**src/rtl/irq_route_pkg.sv**
```systemverilog
package irq_route_pkg;
  localparam logic [2:0] DELIV_LOWEST = 3'b001;

  typedef enum logic [1:0] {
    ST_IDLE = 2'd0,
    ST_ROT  = 2'd1,
    ST_OUT  = 2'd2
  } resolve_state_t;

  typedef struct packed {
    logic [7:0] dest;
    logic       dest_mode;
    logic [2:0] deliv;
    logic [7:0] vector;
    logic       trigger;
    logic       level;
  } irq_msg_t;
endpackage

```
**src/rtl/irq_phys_decode.sv**
```systemverilog
module irq_phys_decode #(
  parameter int N_PROC = 8
) (
  input  logic [7:0]        dest,
  output logic [N_PROC-1:0] mask
);
  localparam logic [7:0] BCAST = 8'hFF;

  for (genvar i = 0; i < N_PROC; i++) begin : g_id
    assign mask[i] = (dest == BCAST) || (dest == 8'(i));
  end
endmodule

```
**src/rtl/irq_logic_match.sv**
```systemverilog
module irq_logic_match #(
  parameter int N_PROC = 8
) (
  input  logic [7:0]          dest,
  input  logic [8*N_PROC-1:0] ldest,
  output logic [N_PROC-1:0]   mask
);
  for (genvar i = 0; i < N_PROC; i++) begin : g_match
    assign mask[i] = |(ldest[8*i +: 8] & dest);
  end
endmodule

```
**src/rtl/irq_rotate_pick.sv**
```systemverilog
module irq_rotate_pick #(
  parameter int N_PROC = 8,
  parameter int ROT_W  = 8
) (
  input  logic              clk,
  input  logic              rst_n,
  input  logic              start,
  input  logic [N_PROC-1:0] match_in,
  output logic              done,
  output logic [N_PROC-1:0] pick
);
  localparam int CNT_W = $clog2(N_PROC + 1);

  function automatic logic [CNT_W-1:0] count_ones(input logic [N_PROC-1:0] m);
    logic [CNT_W-1:0] c;
    c = '0;
    for (int i = 0; i < N_PROC; i++) c = c + CNT_W'(m[i]);
    return c;
  endfunction

  function automatic logic [N_PROC-1:0] nth_set(input logic [N_PROC-1:0] m,
                                                input logic [ROT_W-1:0] k);
    logic [N_PROC-1:0] r;
    int seen;
    r = '0;
    seen = 0;
    for (int i = 0; i < N_PROC; i++) begin
      if (m[i]) begin
        if (seen == int'(k)) r[i] = 1'b1;
        seen++;
      end
    end
    return r;
  endfunction

  logic              active;
  logic [ROT_W-1:0]  rem;
  logic [ROT_W-1:0]  divisor;
  logic [ROT_W-1:0]  offset;
  logic [N_PROC-1:0] set_q;
  logic              sel_event;

  assign done      = active && (rem < divisor);
  assign sel_event = done;
  assign pick      = nth_set(set_q, rem);

  always_ff @(posedge clk or negedge rst_n) begin
    if (!rst_n) begin
      active  <= 1'b0;
      rem     <= '0;
      divisor <= '0;
      offset  <= '0;
      set_q   <= '0;
    end else if (start) begin
      active  <= 1'b1;
      rem     <= offset;
      divisor <= ROT_W'(count_ones(match_in));
      set_q   <= match_in;
    end else if (active) begin
      if (rem >= divisor) begin
        rem <= rem - divisor;
      end else begin
        active <= 1'b0;
        offset <= offset + 1'b1;
      end
    end
  end

  p_offset_step_r7: assert property (@(posedge clk) disable iff (!rst_n)
    sel_event |=> offset == $past(offset) + 1'b1);
  p_offset_hold_r7: assert property (@(posedge clk) disable iff (!rst_n)
    !sel_event |=> $stable(offset));
  p_pick_single_r6: assert property (@(posedge clk) disable iff (!rst_n)
    done |-> $countones(pick) == 1);
endmodule

```
**src/rtl/irq_dest_resolver.sv**
```systemverilog
module irq_dest_resolver
  import irq_route_pkg::*;
#(
  parameter int N_PROC = 8,
  parameter int ROT_W  = 8
) (
  input  logic                clk,
  input  logic                rst_n,
  input  logic                in_valid,
  output logic                in_ready,
  input  logic [7:0]          in_dest,
  input  logic                in_dest_mode,
  input  logic [2:0]          in_deliv,
  input  logic [7:0]          in_vector,
  input  logic                in_trigger,
  input  logic                in_level,
  input  logic [8*N_PROC-1:0] in_ldest,
  output logic                out_valid,
  input  logic                out_ready,
  output logic [N_PROC-1:0]   out_mask,
  output logic [7:0]          out_dest,
  output logic                out_dest_mode,
  output logic [2:0]          out_deliv,
  output logic [7:0]          out_vector,
  output logic                out_trigger,
  output logic                out_level,
  output logic                out_err
);
  resolve_state_t    state;
  irq_msg_t          msg_q;
  logic [N_PROC-1:0] mask_q;
  logic              err_q;

  logic [N_PROC-1:0] phys_mask;
  logic [N_PROC-1:0] log_mask;
  logic [N_PROC-1:0] pick_mask;
  logic              pick_done;
  logic              accept;
  logic              in_lp;
  logic              rot_start;
  logic              illegal_req;

  irq_phys_decode #(.N_PROC(N_PROC)) u_phys (
    .dest (in_dest),
    .mask (phys_mask)
  );

  irq_logic_match #(.N_PROC(N_PROC)) u_logic (
    .dest  (in_dest),
    .ldest (in_ldest),
    .mask  (log_mask)
  );

  irq_rotate_pick #(.N_PROC(N_PROC), .ROT_W(ROT_W)) u_rot (
    .clk      (clk),
    .rst_n    (rst_n),
    .start    (rot_start),
    .match_in (log_mask),
    .done     (pick_done),
    .pick     (pick_mask)
  );

  assign in_ready    = (state == ST_IDLE);
  assign accept      = in_valid && in_ready;
  assign in_lp       = (in_deliv == DELIV_LOWEST);
  assign illegal_req = accept && !in_dest_mode && in_lp;
  assign rot_start   = accept && in_dest_mode && in_lp && (|log_mask);

  always_ff @(posedge clk or negedge rst_n) begin
    if (!rst_n) begin
      state  <= ST_IDLE;
      msg_q  <= '0;
      mask_q <= '0;
      err_q  <= 1'b0;
    end else begin
      err_q <= 1'b0;
      unique case (state)
        ST_IDLE: begin
          if (accept) begin
            msg_q <= '{dest: in_dest, dest_mode: in_dest_mode, deliv: in_deliv,
                       vector: in_vector, trigger: in_trigger, level: in_level};
            if (illegal_req) begin
              err_q <= 1'b1;
            end else if (rot_start) begin
              state <= ST_ROT;
            end else begin
              mask_q <= in_dest_mode ? log_mask : phys_mask;
              state  <= ST_OUT;
            end
          end
        end
        ST_ROT: begin
          if (pick_done) begin
            mask_q <= pick_mask;
            state  <= ST_OUT;
          end
        end
        ST_OUT: begin
          if (out_ready) state <= ST_IDLE;
        end
        default: state <= ST_IDLE;
      endcase
    end
  end

  assign out_valid     = (state == ST_OUT);
  assign out_mask      = mask_q;
  assign out_dest      = msg_q.dest;
  assign out_dest_mode = msg_q.dest_mode;
  assign out_deliv     = msg_q.deliv;
  assign out_vector    = msg_q.vector;
  assign out_trigger   = msg_q.trigger;
  assign out_level     = msg_q.level;
  assign out_err       = err_q;

  p_hold_r9: assert property (@(posedge clk) disable iff (!rst_n)
    out_valid && !out_ready |=> out_valid && $stable(out_mask) && $stable(out_vector));
  p_busy_r9: assert property (@(posedge clk) disable iff (!rst_n)
    out_valid |-> !in_ready);
  p_err_silent_r4: assert property (@(posedge clk) disable iff (!rst_n)
    out_err |-> !out_valid);
  p_err_pulse_r4: assert property (@(posedge clk) disable iff (!rst_n)
    out_err |=> !out_err);
  p_bcast_r2: assert property (@(posedge clk) disable iff (!rst_n)
    out_valid && !out_dest_mode && out_dest == 8'hFF |-> &out_mask);
  p_lp_single_r6: assert property (@(posedge clk) disable iff (!rst_n)
    out_valid && out_dest_mode && out_deliv == DELIV_LOWEST |-> $countones(out_mask) <= 1);
endmodule

```
**config.mk**
```make
export PLATFORM = sky130hd
export DESIGN_NAME = irq_dest_resolver
export DESIGN_NICKNAME = d
export VERILOG_FILES = /design/src/rtl/irq_route_pkg.sv /design/src/rtl/irq_phys_decode.sv /design/src/rtl/irq_logic_match.sv /design/src/rtl/irq_rotate_pick.sv /design/src/rtl/irq_dest_resolver.sv
export SDC_FILE = /design/constraint.sdc
export NUM_CORES = 1
export LEC_CHECK = 0
export ABC_AREA = 1
export CORE_ASPECT_RATIO = 2
export CORE_MARGIN = 2
export CORE_UTILIZATION = 30
export CTS_CLUSTER_DIAMETER = 200
export CTS_CLUSTER_SIZE = 30
export DETAILED_ROUTE_END_ITERATION = 7
export GPL_ROUTABILITY_DRIVEN = 0
export SLEW_MARGIN = 20
export SYNTH_ARGS = -nofsm -noshare
export SYNTH_HDL_FRONTEND = slang
export SYNTH_SLANG_ARGS = --single-unit
```
**constraint.sdc**
```tcl
create_clock -name clk -period 4.5 [get_ports clk]
set_clock_uncertainty 0.15 [all_clocks]
set_input_delay 0.675 -clock clk [delete_from_list [all_inputs] [get_ports clk]]
set_output_delay 0.675 -clock clk [all_outputs]
set_load 0.05 [all_outputs]
```
==> Word-level counts from Yosys, hierarchy flattened <==
Index checks and enable logic that the tools add are counted.
{ "word_totals": {"register_bits": 62, "inputBits": 90} }
{ "classes": {"add_sub_neg": 15, "magnitude_cmp": 2, "n_eq_ne": 23, "mux": 44, "bitwise_logic": 10, "reduce_logical": 36} }
{ "ops": {"columns": ["operator", "count"], "rows": [
  ["== test 32 x 9 -> 1 bit", 6],
  ["two-way mux 32 bit", 6],
  ["adder 32 x 2 -> 32 bit, second input constant", 5],
  ["AND 8 bit", 8],
  ["two-way mux 8 bit", 8],
  ["OR reduction 64 bit", 1],
  ["OR reduction 8 bit", 8],
  ["== test 8 x 3 -> 1 bit, second input constant", 4],
  ["adder 4 x 1 -> 4 bit", 6],
  ["two-way mux 1 bit", 23],
  ["== test 8 x 2 -> 1 bit, second input constant", 2],
  ["logical NOT 8 bit", 2],
  ["case mux 8 bit (2 select lines)", 1],
  ["two-way mux 2 bit", 5],
  ["adder 8 x 1 -> 8 bit, second input constant", 1],
  ["== test 1 x 8 -> 1 bit", 1],
  ["== test 8 x 1 -> 1 bit, second input constant", 1],
  ["== test 8 bit, second input constant", 1],
  ["greater-or-equal comparator 8 x 4 -> 1 bit", 1],
  ["logical OR 1 bit", 8],
  ["less-than comparator 8 x 4 -> 1 bit", 1],
  ["subtractor 8 x 4 -> 8 bit", 1],
  ["logical AND 1 bit", 7],
  ["inequality test 2 bit, second input constant", 3],
  ["15 further kinds", 20]
]} }

==> Longest topological paths before layout <==
{ "logic_depth": {"word_depth": 18, "ltp_mapped": 25, "depth_no_buf": 25} }

==> By module <==
Synthesis repeated with hierarchy kept, for this count alone.
{ "unflattened": {"cells_unflattened": 677, "area_unflattened_um2": 4859.7} }
{ "by_module_without_submodules": {"columns": ["mod", "instances", "cells_each", "area_per_inst_um2"], "rows": [
  ["irq_rotate_pick", 1, 332, 2456.1],
  ["irq_dest_resolver", 1, 174, 1677.9],
  ["irq_logic_match", 1, 128, 539.3],
  ["irq_phys_decode", 1, 43, 186.4]
]} }

==> Worst setup path after synthesis <==
OpenSTA, ideal clock, no wires.
{ "synth_path": {"kind": "register -> register", "from": "reg u_rot.set_q[0]", "to": "reg mask_q[7], in the netlist out_mask[7]", "arrival_ns": 3.741, "path_slack_ns": 0.532, "path_stages_with_launch": 26, "period_less_slack_ns": 3.968, "cell_sequence": "dfrtp_1 inv_1 ha_1 inv_2 nand2_2 nand2_1 inv_1 ha_1 nand2_1 nand2_1 ha_1 or2_2 nand2_1 inv_1 ha_1 or2_2 a21boi_1 ha_1 nand2_1 nand3_1 nand2_1 inv_1 nand2_1 nor2_1 nand3_1 a21oi_1"} }
{ "synth_between": {"elab_chain_len": 18} }
{ "synth_rtl": {"columns": ["element", "line", "source"], "rows": [
  ["start: declaration", "irq_rotate_pick.sv:40", "logic [N_PROC-1:0] set_q;"],
  ["start signal: assignment", "irq_rotate_pick.sv:58", "set_q <= match_in;"],
  ["two-way mux 1 bit (*)", "irq_rotate_pick.sv:28", "if (m[i]) begin"],
  ["adder 1 x 1 -> 2 bit", "irq_rotate_pick.sv:30", "seen++;"],
  ["two-way mux 32 bit (*)", "irq_rotate_pick.sv:28", null],
  ["adder 32 x 2 -> 32 bit", "irq_rotate_pick.sv:30", null],
  ["two-way mux 32 bit (*)", "irq_rotate_pick.sv:28", null],
  ["adder 32 x 2 -> 32 bit", "irq_rotate_pick.sv:30", null],
  ["two-way mux 32 bit (*)", "irq_rotate_pick.sv:28", null],
  ["adder 32 x 2 -> 32 bit", "irq_rotate_pick.sv:30", null],
  ["[2 not listed]", null, null],
  ["two-way mux 32 bit (*)", "irq_rotate_pick.sv:28", null],
  ["adder 32 x 2 -> 32 bit", "irq_rotate_pick.sv:30", null],
  ["two-way mux 32 bit (*)", "irq_rotate_pick.sv:28", null],
  ["== test 32 x 9 -> 1 bit (*)", "irq_rotate_pick.sv:29", "if (seen == int'(k)) r[i] = 1'b1;"],
  ["two-way mux 1 bit (*)", "irq_rotate_pick.sv:29", null],
  ["two-way mux 1 bit (*)", "irq_rotate_pick.sv:28", null],
  ["two-way mux 8 bit (*)", "irq_dest_resolver.sv:93", "if (pick_done) begin"],
  ["case mux 8 bit (2 select lines) (*)", "irq_dest_resolver.sv:77", "unique case (state)"],
  ["end signal: assignment", "irq_dest_resolver.sv:87", "mask_q <= in_dest_mode ? log_mask : phys_mask;"],
  ["end signal: assignment", "irq_dest_resolver.sv:94", "mask_q <= pick_mask;"],
  ["end: declaration", "irq_dest_resolver.sv:31", "logic [N_PROC-1:0] mask_q;"]
]} }
Mark *: on every way between the ends. The rest lies on a longest branch, timed or not. The select of a mux whose other input is x is not followed.
A chain may end at the register's enable or synchronous reset.

==> Final worst setup path <==
Same ends and word-level chain as after synthesis.

==> results.cfg <==
[status]
status = complete, no violations

[synthesis]
synth_warnings = 0
synth_cell_type_count = 48
synth_top_cell_area_share_pct = 33.8
syn-num-nets = 729
synthAdderAreaFrac_pct = 6.00
synthXorXnorAreaFrac_pct = 3.25
synth_top_cells_by_area = dfrtp_1 34%, nand2_1 13%, inv_1 6.4%
synthesis.instances = 620
muxShareOfSynthArea_pct = 0.736
synth_area_mm2 = 0.00459
synth_ff_type = dfrtp_1
synth_top_family_by_area = simple AND/OR/NAND/NOR gates
synth_seq_cells = 62
synth-simple-area-share_pct = 30.5
syn_area_per_cell_um2 = 7.40
yosysMostFrequentCell = nand2_1
synth_common_cells = 163 x nand2_1, 78 x inv_1, 62 x dfrtp_1
yosys.area.top_type = dfrtp_1
seq_area_frac_synth_pct = 33.8
synth_edf_count = 0
synth_compound_area_share_pct = 15.5
async_reset_ff_share_pct = 100

[global_route]
grt.total_usage_pct = 17.2
grt_max_degree = 35
antenna_found_initial = 0
grt_pass1_wl_mm = 22.4
grt-ovfl-total = 0
grt_pass1_vias = 4678

[clocking]
cts-buffers-inserted = 9
cts_tree = built
insertion_delay_ps = 340
clk_path_buf_depth = 2
cts_resized = 0
postCtsSetupBuffers = 0
clock_sinks = 62
hold_buffers = 0
clk_pin_slew_ps = 60
clockRootBuffer = clkbuf_16
htreeDepth = 3

[place]
pre_cts_slack_ps = 120
numPortBuffers = 122
placed_area_mm2 = 0.00599
dp_hpwl_mm = 10.6

[power_and_ir_drop]
p_per_area_mw_per_mm2 = 635
p_leak_nw = 2.98
ir_drop_mv = 0.310

[worst_setup_path]
critPathTopFamily = simple AND/OR/NAND/NOR gates
endpoint_kind = flip-flop
start_kind = flip-flop
r2r-start = u_rot.set_q[0]
worstPathRequired_ps = 4610
r2r_setup_slack_ps = 370
crit_path_frequent_cell = nand2_1
worst_r2r_endpoint = out_mask[7]
criticalPathCategory = flip-flop to flip-flop
critical_path_arrival_ps = 4240
critPathLaunch = u_rot.set_q[0]
crit_path_end = out_mask[7]
slowest_delay_ps = 410
path_depth = 25
slowest_stage = dfrtp_1
cp_max_fo = 4
reg2reg_depth = 25
worst-path-buf-inv = 5

[timing]
worst_slack_ps = 371
finalHoldViolCount = 0
fmax_mhz = 242
finalSetupTns_ps = 0
rsz0062_at_grt = no
slew_headroom_pct = 52.3
period_needed_ps = 4130
final-setup-viol-count = 0
worst_pin_slew_ps = 713
drv_slew = 0
fin_crit_sh_pct = 91.8

[detailed_routing]
wl_per_cell_um = 14.1
drt-initial-drc-count = 157
vias = 4543
firstDrtPassIters = 4
ant_nets = 0
route.detailed.drc = 0
avgViaCountPerCell = 4.79
wl_mm = 13.4

[floorplanning]
dieArea_mm2 = 0.0164
fp.dieW_um = 91.4
die_h_um = 179
start_util_pct = 30.3
num_rows = 64
ioPinCount = 123
coreArea_mm2 = 0.0151

[layout]
final_util_pct = 41.7
syn_to_final_growth_pct = 37.6
drive_gt1_share_pct = 9.32
nets = 855
design_area_mm2 = 0.00631
diodes = 0

[flow_run]
drv_cap = 0

[worst_hold_path]
hp-class = primary input to async pin
==> cell type report <==
type                            count  area [µm²]
Clock inverter                      6        70.1
Multi-Input combinational cell    457        2580
Tap cell                          198         248
Clock buffer                       10         239
Sequential cell                    62        1550
Fill cell                        1541        8820
Timing Repair Buffer              136        1320
Inverter                           80         300
==> layer usage <==
layer	vias up	GRT usage (%)	share of wire, %
met4	0	6.25	1.7
met1	2106	19.6	42
met3	19	5.84	6.8
li1	2296	-	-
met5	-	0	0
met2	122	29.5	49
==> kinds of logic after synthesis <==
| logic type | count (synthesis) |
|---|---|
| adders and majority gates | 19 |
| DFF | 62 |
| AOI/OAI and AO/OA | 103 |
| xor gates and xnor gates | 17 |
| muxes | 3 |
| and+or+nand+nor | 315 |
| buffers and inverters | 101 |
==> cells in the final DEF (no fill, tap or decap), types with 9 or more instances in the layout <==
cell,synthesis,routed
o21ai_0,28,28
clkdlybuf4s50_1,0,121
inv_1,78,77
clkbuf_16,0,9
a22o_1,26,26
xor2_1,10,10
nand3_1,49,49
nand2_1,163,162
ha_1,14,13
buf_4,4,14
nor2_1,57,57
a21oi_1,13,13
nand2_2,9,10
dfrtp_1,62,62
nand4_1,12,12
==> worst register-to-register path: stages, from the launching register on <==
cell,delay (ps)
dfrtp_1,410
inv_2,100
ha_4,220
inv_2,80
nand2_2,60
nand2_1,100
inv_1,60
ha_1,300
nand2_1,110
nand2_1,100
ha_1,290
or2_2,300
nand2_2,110
inv_1,50
ha_1,260
or2_2,300
a21boi_1,170
ha_1,290
nand2_1,60
nand3_1,90
nand2_1,50
inv_1,50
nand2_1,50
nor2_1,90
nand3_1,70
a21oi_1,120
==> where the power goes <==
part / total (mW) / internal, mW / switching, mW / leakage [nW]
logic: 2.28 / 0.843 / 1.43 / 2.08
registers: 1.01 / 0.776 / 0.239 / 0.762
clock network: 0.718 / 0.446 / 0.272 / 0.141
total: 4.01 / 2.07 / 1.94 / 2.98
==> flip-flops by register name, indices dropped and copies added, names as in the netlist, 2 cells and up <==
register / cells
state: 2
out_vector: 8
out_mask: 8
out_dest: 8
u_rot.rem: 8
u_rot.divisor: 4
u_rot.set_q: 8
u_rot.offset: 8
out_deliv: 3
==> through the flow <==
stage / std cells / hold slack [ps] / power [mW]
5_1_grt: 949 / 263 / 4.36
4_1_cts: 949 / 235 / 4.02
3_3_place_gp: 933 / 311 / 3.24
3_5_place_dp: 933 / 316 / 3.27
2_1_floorplan: 620 / 229 / 2.60
6_report: 949 / 213 / 4.01
==> worst min-delay path by stage <==
stage                  start       endpoint  slack, ps  cells past startpoint
6_report               rst_n  out_vector[3]        210                      1
5_1_grt                rst_n  out_vector[3]        260                      1
4_1_cts                rst_n  out_vector[3]        230                      1
3_5_place_dp   out_vector[2]  out_vector[2]        320                      2
3_3_place_gp   out_vector[7]  out_vector[7]        310                      2
2_1_floorplan          rst_n   out_deliv[0]        230                      0
Note: power is estimated with default switching activity, not from simulation.
